$ cat src/rtl/flag_alu_pkg.sv
package flag_alu_pkg;

   typedef enum logic [3:0] {
      OP_ADD   = 4'd0,
      OP_SUB   = 4'd1,
      OP_SUBR  = 4'd2,
      OP_CMP   = 4'd3,
      OP_OR    = 4'd4,
      OP_AND   = 4'd5,
      OP_XOR   = 4'd6,
      OP_NOT   = 4'd7,
      OP_SHL   = 4'd8,
      OP_SHR   = 4'd9,
      OP_SAR   = 4'd10,
      OP_MOVHI = 4'd11
   } alu_op_e;

   typedef enum logic [1:0] {
      FORM_REG   = 2'd0,
      FORM_SHORT = 2'd1,
      FORM_LONG  = 2'd2
   } src_form_e;

   // flag vector positions
   localparam int FL_Z  = 0;
   localparam int FL_S  = 1;
   localparam int FL_CY = 2;
   localparam int FL_OV = 3;

endpackage

$ cat src/rtl/flag_alu_opnd.sv
module flag_alu_opnd #(
   parameter int W  = 32,
   parameter int IS = 5,
   parameter int IL = 16
) (
   input  logic [W-1:0]  reg1_val,
   input  logic [IL-1:0] imm_val,
   input  logic [1:0]    form,
   input  logic          short_zext,
   input  logic          long_zext,
   output logic [W-1:0]  opnd
);
   logic s_ext;
   logic l_ext;

   assign s_ext = imm_val[IS-1] & ~short_zext;
   assign l_ext = imm_val[IL-1] & ~long_zext;

   always_comb begin
      case (form)
         2'd1:    opnd = {{(W-IS){s_ext}}, imm_val[IS-1:0]};
         2'd2:    opnd = {{(W-IL){l_ext}}, imm_val};
         default: opnd = reg1_val;
      endcase
   end
endmodule

$ cat src/rtl/flag_alu_arith.sv
module flag_alu_arith #(
   parameter int W = 32
) (
   input  logic [W-1:0] x_in,
   input  logic [W-1:0] y_in,
   input  logic         subtract,
   output logic [W-1:0] sum,
   output logic         cy,
   output logic         ov
);
   logic [W-1:0] y_eff;
   logic         c_out;

   assign y_eff        = subtract ? ~y_in : y_in;
   assign {c_out, sum} = {1'b0, x_in} + {1'b0, y_eff} + {{W{1'b0}}, subtract};
   assign cy           = subtract ? ~c_out : c_out;
   assign ov           = (x_in[W-1] == y_eff[W-1]) && (sum[W-1] != x_in[W-1]);
endmodule

$ cat src/rtl/flag_alu_shift.sv
module flag_alu_shift #(
   parameter int W   = 32,
   parameter int SHW = 5
) (
   input  logic [W-1:0]   src,
   input  logic [SHW-1:0] amt,
   input  logic           to_left,
   input  logic           arith,
   output logic [W-1:0]   shifted,
   output logic           carry
);
   logic [W-1:0]   lft [0:SHW];
   logic [W-1:0]   rgt [0:SHW];
   logic           fill;
   logic [SHW-1:0] lidx;
   logic [SHW-1:0] ridx;

   assign fill   = arith & src[W-1];
   assign lft[0] = src;
   assign rgt[0] = src;

   for (genvar k = 0; k < SHW; k++) begin : g_stage
      localparam int D = 1 << k;
      assign lft[k+1] = amt[k] ? {lft[k][W-1-D:0], {D{1'b0}}} : lft[k];
      assign rgt[k+1] = amt[k] ? {{D{fill}}, rgt[k][W-1:D]}   : rgt[k];
   end

   // W - n and n - 1, both modulo W
   assign lidx    = ~amt + SHW'(1);
   assign ridx    = amt - SHW'(1);
   assign shifted = to_left ? lft[SHW] : rgt[SHW];
   assign carry   = (amt == '0) ? 1'b0 : (to_left ? src[lidx] : src[ridx]);
endmodule

$ cat src/rtl/flag_alu.sv
module flag_alu
   import flag_alu_pkg::*;
#(
   parameter int WIDTH = 32,
   parameter int IMM_S = 5,
   parameter int IMM_L = 16
) (
   input  logic             clk,
   input  logic             rst_n,
   input  logic             op_valid,
   input  logic [3:0]       op_code,
   input  logic [1:0]       src_form,
   input  logic [WIDTH-1:0] reg1_val,
   input  logic [WIDTH-1:0] reg2_val,
   input  logic [IMM_L-1:0] imm_val,
   output logic [WIDTH-1:0] result,
   output logic             result_we,
   output logic [3:0]       flags
);
   localparam int SHW = $clog2(WIDTH);

   if (WIDTH != (1 << SHW)) begin : g_chk_pow2
      $error("WIDTH must be a power of two");
   end
   if (WIDTH < 2 * IMM_L) begin : g_chk_long
      $error("WIDTH must hold the long immediate shifted up");
   end
   if (IMM_S > IMM_L || IMM_S < 1) begin : g_chk_short
      $error("IMM_S must lie in 1..IMM_L");
   end

   alu_op_e          op;
   logic             is_logic, is_shift, is_arith, known;
   logic [WIDTH-1:0] opnd, a_sum, sh_out, movhi_val;
   logic             a_cy, a_ov, sh_cy;
   logic [WIDTH-1:0] x_sel, y_sel;
   logic [3:0]       fl_next;
   logic             fl_load;

   assign op       = alu_op_e'(op_code);
   assign is_logic = op inside {OP_OR, OP_AND, OP_XOR, OP_NOT};
   assign is_shift = op inside {OP_SHL, OP_SHR, OP_SAR};
   assign is_arith = op inside {OP_ADD, OP_SUB, OP_SUBR, OP_CMP};
   assign known    = is_logic || is_shift || is_arith || (op == OP_MOVHI);

   flag_alu_opnd #(.W(WIDTH), .IS(IMM_S), .IL(IMM_L)) u_opnd (
      .reg1_val  (reg1_val),
      .imm_val   (imm_val),
      .form      (src_form),
      .short_zext(is_shift),
      .long_zext (is_logic),
      .opnd      (opnd)
   );

   assign x_sel = (op == OP_SUBR) ? opnd : reg2_val;
   assign y_sel = (op == OP_SUBR) ? reg2_val : opnd;

   flag_alu_arith #(.W(WIDTH)) u_arith (
      .x_in    (x_sel),
      .y_in    (y_sel),
      .subtract(op != OP_ADD),
      .sum     (a_sum),
      .cy      (a_cy),
      .ov      (a_ov)
   );

   flag_alu_shift #(.W(WIDTH), .SHW(SHW)) u_shift (
      .src    (reg2_val),
      .amt    (opnd[SHW-1:0]),
      .to_left(op == OP_SHL),
      .arith  (op == OP_SAR),
      .shifted(sh_out),
      .carry  (sh_cy)
   );

   assign movhi_val = reg2_val + (WIDTH'(imm_val) << IMM_L);

   always_comb begin
      result  = a_sum;
      fl_next = flags;
      fl_load = 1'b0;
      case (op)
         OP_ADD, OP_SUB, OP_SUBR, OP_CMP: begin
            fl_load        = 1'b1;
            fl_next[FL_CY] = a_cy;
            fl_next[FL_OV] = a_ov;
         end
         OP_OR, OP_AND, OP_XOR, OP_NOT: begin
            fl_load = 1'b1;
            case (op)
               OP_OR:   result = reg2_val | opnd;
               OP_AND:  result = reg2_val & opnd;
               OP_XOR:  result = reg2_val ^ opnd;
               default: result = ~opnd;
            endcase
            fl_next[FL_OV] = 1'b0;
         end
         OP_SHL, OP_SHR, OP_SAR: begin
            fl_load        = 1'b1;
            result         = sh_out;
            fl_next[FL_CY] = sh_cy;
            fl_next[FL_OV] = 1'b0;
         end
         OP_MOVHI: result = movhi_val;
         default:  result = a_sum;
      endcase
      if (fl_load) begin
         fl_next[FL_Z] = (result == '0);
         fl_next[FL_S] = result[WIDTH-1] &
                         ~((op == OP_AND) && (src_form == FORM_LONG));
      end
   end

   assign result_we = op_valid && known && (op != OP_CMP);

   always_ff @(posedge clk) begin
      if (!rst_n)                  flags <= '0;
      else if (op_valid && fl_load) flags <= fl_next;
   end


   idle_hold_chk: assert property (@(posedge clk) disable iff (!rst_n)
      !op_valid |=> $stable(flags));

   movhi_flags_chk: assert property (@(posedge clk) disable iff (!rst_n)
      (op_valid && op_code == 4'd11) |=> $stable(flags));

   logic_cy_chk: assert property (@(posedge clk) disable iff (!rst_n)
      (op_valid && op_code inside {4'd4, 4'd5, 4'd6, 4'd7}) |=>
      (!flags[FL_OV] && flags[FL_CY] == $past(flags[FL_CY])));

   zero_flag_chk: assert property (@(posedge clk) disable iff (!rst_n)
      (op_valid && op_code <= 4'd10) |=> (flags[FL_Z] == ($past(result) == '0)));

   shift_ov_chk: assert property (@(posedge clk) disable iff (!rst_n)
      (op_valid && op_code inside {4'd8, 4'd9, 4'd10}) |=> !flags[FL_OV]);
endmodule

$ cat config.mk
export PLATFORM = sky130hd
export DESIGN_NAME = flag_alu
export DESIGN_NICKNAME = d
export VERILOG_FILES = /design/src/rtl/flag_alu_pkg.sv /design/src/rtl/flag_alu_opnd.sv /design/src/rtl/flag_alu_arith.sv /design/src/rtl/flag_alu_shift.sv /design/src/rtl/flag_alu.sv
export SDC_FILE = /design/constraint.sdc
export NUM_CORES = 1
export LEC_CHECK = 0
export BUFFER_PORTS_ARGS = -buffer_cell sky130_fd_sc_hd__buf_4
export CAP_MARGIN = 5
export CORE_MARGIN = 2
export CORE_UTILIZATION = 35
export CTS_CLUSTER_SIZE = 14
export DETAILED_ROUTE_END_ITERATION = 10
export SYNTH_ARGS = -nofsm -noshare
export SYNTH_HDL_FRONTEND = slang
export SYNTH_SLANG_ARGS = --single-unit
export TNS_END_PERCENT = 100
$ cat constraint.sdc
create_clock -name clk -period 13.1 [get_ports clk]
set_clock_uncertainty 0.05 [all_clocks]
set_input_delay 0 -clock clk [delete_from_list [all_inputs] [get_ports clk]]
set_output_delay 0 -clock clk [all_outputs]
set_load 0.005 [all_outputs]
== Word-level counts from Yosys, hierarchy flattened ==
Index checks and enable logic that the tools add are counted.

* Add/sub/neg operators: 5
* Reduce and logical (&&, ||, !) cells: 25
* Equal/unequal tests: 16
* Bitwise operators: 14
* $lt $le $gt $ge: 2
* Mux-type cells: 27

{| class="wikitable"
|+ Operators with widths
! kind !! number
|-
| $mux W32 || 14
|-
| $pmux W32 S3 || 2
|-
| $not A32 Y32 || 2
|-
| $pmux W32 S2 || 1
|-
| $add A32 B32 Y33 || 1
|-
| $add A33 B1 Y33 || 1
|-
| $add A32 B32 Y32 || 1
|-
| $and A32 B32 Y32 || 1
|-
| $logic_not A32 Y1 || 1
|-
| $or A32 B32 Y32 || 1
|-
| $xor A32 B32 Y32 || 1
|-
| $eq A4 B3 Y1 const B || 4
|-
| $eq A4 B4 Y1 const B || 4
|-
| $lt A5 B6 Y1 const B || 2
|-
| $reduce_bool A4 Y1 || 3
|-
| $reduce_or A11 Y1 || 1
|-
| $bmux W1 S5 || 2
|-
| $eq A4 B2 Y1 const B || 2
|-
| $reduce_or A4 Y1 || 2
|-
| $reduce_or A7 Y1 || 1
|-
| $mux W1 || 6
|-
| $reduce_and A2 Y1 || 3
|-
| $add A5 B1 Y5 const B || 1
|-
| $logic_and A1 B1 Y1 || 5
|-
| 17 further kinds || 27
|}

* Register bits: 4
* Logic and storage cells: 92
* Input bits: 89
* Output and inout port bits: 37

== Depth between registers and ports, before layout ==
* Depth in word-level cells: 13
* Depth in mapped cells: 26
* Gate-level depth less buffers: 22

== Hierarchy ==
Synthesis repeated with hierarchy kept, for this count alone.

* Cells, all modules: 1726
* Area, all modules: 12886.1 um2

{| class="wikitable"
|+ Modules (own cells, without submodules)
! module !! seq. area each (um2) !! area an instance (um2) !! cells an instance !! instances
|-
| flag_alu || 80.1 || 5101.1 || 780 || 1
|-
| flag_alu_shift || 0.0 || 4724.5 || 491 || 1
|-
| flag_alu_arith || 0.0 || 2493.6 || 357 || 1
|-
| flag_alu_opnd || 0.0 || 566.8 || 98 || 1
|}

== Worst setup path after synthesis ==
No wires, ideal clock.

* Path type: input port to flip-flop
* Start: in src_form[0]
* End: reg flags[0]
* Setup time: 0.059 ns
* Path slack: 8.255 ns
* Cell stages on the path: 26
* Data required time: 12.991 ns
* Path buffers: 6
* Arrival time: 4.736 ns
* Path through: inv_1 ha_1 clkbuf_2 buf_4 buf_2 nand2_1 o21ai_2 inv_1 buf_2 buf_2 buf_1 a21oi_1 xnor2_1 ha_1 a211o_1 a31oi_1 nor2_1 o21ai_0 mux2i_1 and3_1 o21ai_1 or3b_2 nor4_1 and4_1 nand4_1 nand2_1

* Cells in the longest elaborated chain, start to end: 10
* Elaborated cells between the ends (all ways): 27
* Classes of those cells: 2 x add/sub; 2 x eq/ne; 17 x mux; 5 x bitwise; 1 x reduce/logical

{| class="wikitable"
|+ RTL lines
! element !! RTL line !! source
|-
| start, declared || flag_alu.sv:12 || <nowiki>input logic [1:0] src_form,</nowiki>
|-
| $eq A2 B2 Y1 / $eq A2 B1 Y1 (equally long branches) || flag_alu_opnd.sv:20 || <nowiki>case (form)</nowiki>
|-
| $pmux W32 S2 (*) || flag_alu_opnd.sv:20 ||
|-
| parallel branches: the longest is 6 deep, another holds $add A32 B32 Y33 || - ||
|-
| $pmux W32 S3 (*) || flag_alu.sv:82 || <nowiki>case (op)</nowiki>
|-
| named net result[16] || flag_alu.sv:16 || <nowiki>output logic [WIDTH-1:0] result,</nowiki>
|-
| $logic_not A32 Y1 (*) || flag_alu.sv:108 || <nowiki>fl_next[FL_Z] = (result == '0);</nowiki>
|-
| end signal, assigned || flag_alu.sv:118 || <nowiki>else if (op_valid && fl_load) flags <= fl_next;</nowiki>
|-
| end, declared || flag_alu.sv:18 || <nowiki>output logic [3:0] flags</nowiki>
|}

Mark *: on every way through the listed nets, which the timed path passes.
A chain may end at the register's enable or synchronous reset.

== Final worst setup path ==
* Start: in op_code[0]
* End: reg flags[0]

* Cells in the longest elaborated chain, start to end: 12
* Elaborated cells between the ends (all ways): 46
* Classes of those cells: 2 x add/sub; 11 x eq/ne; 13 x mux; 10 x bitwise; 10 x reduce/logical

{| class="wikitable"
|+ RTL lines
! element !! RTL line !! source
|-
| start, declared || flag_alu.sv:11 || <nowiki>input logic [3:0] op_code,</nowiki>
|-
| $eq A4 B3 Y1, or another cell as far along || flag_alu.sv:41, flag_alu.sv:82, flag_alu.sv:90 ||
|-
| $reduce_bool A4 Y1 / $reduce_bool A3 Y1 (equally long branches) || flag_alu.sv:41, flag_alu.sv:42 ||
|-
| $not A1 Y1, on equally long branches || flag_alu_opnd.sv:17, flag_alu_opnd.sv:16 ||
|-
| $and A1 B1 Y1, on equally long branches || flag_alu_opnd.sv:17, flag_alu_opnd.sv:16 ||
|-
| $pmux W32 S2 || flag_alu_opnd.sv:20 ||
|-
| $mux W32 || flag_alu.sv:56 || <nowiki>assign y_sel = (op == OP_SUBR) ? reg2_val : opnd;</nowiki>
|-
| $not A32 Y32 || flag_alu_arith.sv:14 || <nowiki>assign y_eff = subtract ? ~y_in : y_in;</nowiki>
|-
| $mux W32 || flag_alu_arith.sv:14 ||
|-
| $add A32 B32 Y33 || flag_alu_arith.sv:15 || <nowiki>assign {c_out, sum} = {1'b0, x_in} + {1'b0, y_eff} + {{W{1'b0}}, subtract};</nowiki>
|-
| $add A33 B1 Y33 || flag_alu_arith.sv:15 ||
|-
| $pmux W32 S3 || flag_alu.sv:82 ||
|-
| $logic_not A32 Y1 || flag_alu.sv:108 ||
|}

Several ways; a longest one is shown, not always the timed one.

==> summary.json <==
{
  "vdd_drop_max": {"value": 0.00004157, "unit": "V"},
  "switching_share": {"value": 0.6115},
  "grt_util_met2": {"value": 0.5519},
  "r2r-end": {"value": "flags[2]"},
  "syn-num-nets": {"value": 1848},
  "area_of_the_core_region": {"value": 30510, "unit": "um^2"},
  "first_global_vias": {"value": 13060},
  "num_vias": {"value": 14270},
  "remaining_drc_errors": {"value": 0},
  "area_growth_syn_to_layout": {"value": 11.30, "unit": "%"},
  "grt_util_met1": {"value": 0.4768},
  "fin_crit": {"value": 5.955, "unit": "ns"},
  "final_max_slew_violation_count": {"value": 0},
  "synthesis.area": {"value": 10830, "unit": "um^2"},
  "number_of_antenna_violations_at_the_first_check_in_global_routing": {"value": 1},
  "min_from": {"value": "rst_n"},
  "initial_utilization": {"value": 0.3550},
  "die_area": {"value": 32370, "unit": "um^2"},
  "largest_registers": {"value": "flags x4"},
  "synth_edf_count": {"value": 0},
  "syn-instance-count": {"value": 1642},
  "yosys_most_used_dff": {"value": "dfxtp_1"},
  "combinational_power_share": {"value": 0.941},
  "root_buf_cell": {"value": "clkbuf_16"},
  "synth.lib_cells_used.distinct": {"value": 86},
  "ctsLongestPathBuffers": {"value": 2},
  "finalCritPeriodShare": {"value": 0.4546},
  "grt_most_used_layer": {"value": "met2"},
  "seq_area_frac_synth": {"value": 0.007394},
  "gp_congestion": {"value": 1.084},
  "synthTopCellsByArea": {"value": "ha_1 13%, o21ai_0 8.7%, nand2_1 7.1%"},
  "largest_reg_flops": {"value": 4},
  "num_io_pins": {"value": 126},
  "maxClockFrequency": {"value": 167.9, "unit": "MHz"},
  "critPathLaunchType": {"value": "input pin"},
  "initialDrtViolationCount": {"value": 2086},
  "grt_setup_unrepaired": {"value": "false"},
  "grt_start_max_net_pins": {"value": 72},
  "tritoncts": {"value": "yes"},
  "overflow": {"value": 0},
  "fin_ws": {"value": 7.145, "unit": "ns"},
  "timing.reg2reg.setup_slack": {"value": 12.38, "unit": "ns"},
  "reg2regPathDepth": {"value": 2},
  "slew-limit-headroom": {"value": 0.2393},
  "fillerInstances": {"value": 3332},
  "die_height": {"value": 179.9, "unit": "um"},
  "synth_top_area_share": {"value": 0.1329},
  "synth-warning-count": {"value": 0},
  "met3_usage": {"value": 0.08529},
  "cts.reportedPaths.clkPinSlew": {"value": 0.03, "unit": "ns"},
  "total_half_perimeter_wirelength_after_legalization_and_detailed_placement": {"value": 47880, "unit": "um"},
  "clk-insertion-delay-late": {"value": 0.23, "unit": "ns"},
  "startpoint_of_the_worst_slack_reg_to_reg_timing_path": {"value": "flags[2]"},
  "hold_path_depth": {"value": 2},
  "final_core_util": {"value": 0.3951},
  "clock_sink_count": {"value": 4},
  "worst_hold_path_type": {"value": "in -> reg"},
  "finalSetupTns": {"value": 0, "unit": "ns"},
  "timing.final.setup_violations": {"value": 0},
  "synth_area_per_cell": {"value": 6.596, "unit": "um^2"},
  "placementRows": {"value": 64},
  "tightestPinTransition": {"value": 1.134, "unit": "ns"},
  "report.power.total": {"value": 1.057, "unit": "mW"},
  "ys_ff_latch": {"value": 4},
  "ctsResizeCount": {"value": 0},
  "maxCapViolCount": {"value": 0},
  "die-width": {"value": 179.9, "unit": "um"},
  "register_bank_with_the_most_flops": {"value": "flags"},
  "worstSetupEndpointType": {"value": "register"},
  "run_status": {"value": "finished clean"},
  "critPathRequiredTime": {"value": 13.22, "unit": "ns"},
  "timing.final.hold_violations": {"value": 0},
  "cts-hold-fix-buffers": {"value": 0},
  "final_cell_count_no_fill": {"value": 2066},
  "clockPowerShare": {"value": 0.046},
  "pwr-share-seq": {"value": 0.013},
  "cts.htree.levels": {"value": 1},
  "totalWireLength": {"value": 61340, "unit": "um"},
  "drt-vias-per-instance": {"value": 6.909},
  "power.internal": {"value": 0.4106, "unit": "mW"},
  "asyncSetResetFlopFracSynth": {"value": 0},
  "worst_hold_path.endpoint": {"value": "flags[1]"},
  "power.density_cell_area": {"value": 87.70, "unit": "nW/um^2"},
  "power.static_leakage": {"value": 5.054, "unit": "nW"},
  "cts_buf_count": {"value": 3},
  "drt_first_pass_iters": {"value": 6},
  "critical_path_data_arrival_time": {"value": 6.08, "unit": "ns"},
  "criticalPathCategory": {"value": "in -> reg"},
  "finish.net_count": {"value": 1876},
  "grt_first_pass_wirelength": {"value": 89100, "unit": "um"},
  "post_route_cells_drive_above_1_share": {"value": 0.1379},
  "post-synth-top-area-cell": {"value": "ha_1"},
  "p_switching": {"value": 0.6465, "unit": "mW"},
  "routed_wire_length_per_instance": {"value": 29.69, "unit": "um"},
  "antenna_left": {"value": 0},
  "dp.cells": {"value": 2061},
  "timing.critical_path.fanout_max": {"value": 50},
  "gr-usage-all-layers": {"value": 0.3622},
  "io_buffers": {"value": 125},
  "post-cts-setup-buffer-count": {"value": 0},
  "pre_cts_slack": {"value": 7.152, "unit": "ns"}
}
-- layout by cell type (no fill, tap or decap), types with 5 or more instances in the layout --
cell,n
a2111oi_0,5
a211oi_1,25
a21o_1,25
a21oi_1,114
a221o_1,7
a221oi_1,19
a22oi_1,25
a311oi_1,6
a31oi_1,22
a32o_1,6
a32oi_1,6
and2_1,10
and3_1,11
buf_4,155
ha_1,115
inv_1,97
mux2i_1,62
mux4_2,34
nand2_1,205
nand2b_1,7
nand3_1,31
nand4_1,14
nor2_1,129
nor2b_1,9
nor3_1,32
nor4_1,8
o211ai_1,51
o21a_1,12
o21ai_0,188
o21ai_1,6
o221ai_1,15
o22ai_1,35
o31ai_1,13
or3_1,6
xnor2_1,54
xor2_1,14
-- power groups by stage --
stage,sequential (mW),clock (mW),combinational (mW)
2_1_floorplan,0.0136,0,0.604
3_5_place_dp,0.0138,0,0.953
6_report,0.0137,0.0489,0.995
4_1_cts,0.0137,0.0502,0.957
5_1_grt,0.0137,0.0509,1.05
3_3_place_gp,0.0138,0,0.956
-- cells in the mapped netlist (14+ instances only) --
master,n
a211oi_1,25
a21o_1,25
a21oi_1,114
a221oi_1,19
a22oi_1,25
a31oi_1,22
buf_1,16
buf_2,41
clkbuf_1,72
ha_1,115
inv_1,98
mux2i_1,62
mux4_2,34
nand2_1,205
nand3_1,31
nand4_1,14
nor2_1,129
nor3_1,34
o211ai_1,51
o21ai_0,188
o221ai_1,15
o22ai_1,35
xnor2_1,55
xor2_1,14
-- cells by family after synthesis --
group	count (synthesis)	share of synthesized area
flops	4	0.007394
simple gates	486	0.1981
xor+xnor	69	0.05580
buf+inv	234	0.08722
compound gates	631	0.3807
mux	101	0.1342
fa+ha+maj	117	0.1366
-- area by class of cell --
type	instances	area, um^2	area share
tap	396	495.5	0.04110
clock buffer	3	75.07	0.006228
inverter	102	385.4	0.03197
timing repair buffer	155	1164	0.09653
antenna	2	5.005	0.0004152
sequential	4	80.08	0.006643
multi-input combinational	1404	9849	0.8171
-- critical path: stages --
cell and delay (ns):
buf_4 0.35, buf_4 0.58, nand2_1 0.38, a21oi_4 0.38, a21oi_1 0.07, o21ai_0 0.42
inv_1 0.13, o21ai_0 0.21, xnor2_1 0.10, ha_1 0.40, nand3_1 0.11, or2_2 0.34
nor3_1 0.32, o211ai_1 0.27, a2111oi_0 0.64, o21a_1 0.30, mux2i_1 0.22, o221ai_1 0.19
nor4b_1 0.40, nand4_1 0.14, nand2_1 0.08
-- layer usage --
metal / up-vias / share of wire
li1: 6207 / -
met3: 211 / 0.12
met1: 6799 / 0.40
met4: 0 / 0.063
met2: 1056 / 0.42
met5: - / 0
-- worst max-delay path by stage --
stage                startpoint    endpoint  slack (ns)  cells after the start
global placement    src_form[0]    flags[0]        7.29                     22
finish               op_code[0]    flags[0]        7.15                     21
global route         op_code[0]    flags[0]        6.76                     19
floorplan           src_form[0]    flags[0]        8.25                     26
detailed placement   op_code[0]    flags[0]        7.15                     21
CTS                  op_code[0]  result[30]        7.34                     20
-- stage by stage --
step,cell area [um^2],hold slack [ns]
3_5_place_dp,11970,0.2693
4_1_cts,12050,0.03395
2_1_floorplan,10830,0.02428
6_report,12050,0.04135
3_3_place_gp,11970,0.2593
5_1_grt,12050,0.03526
No activity file was read; power rests on OpenSTA's default activity.
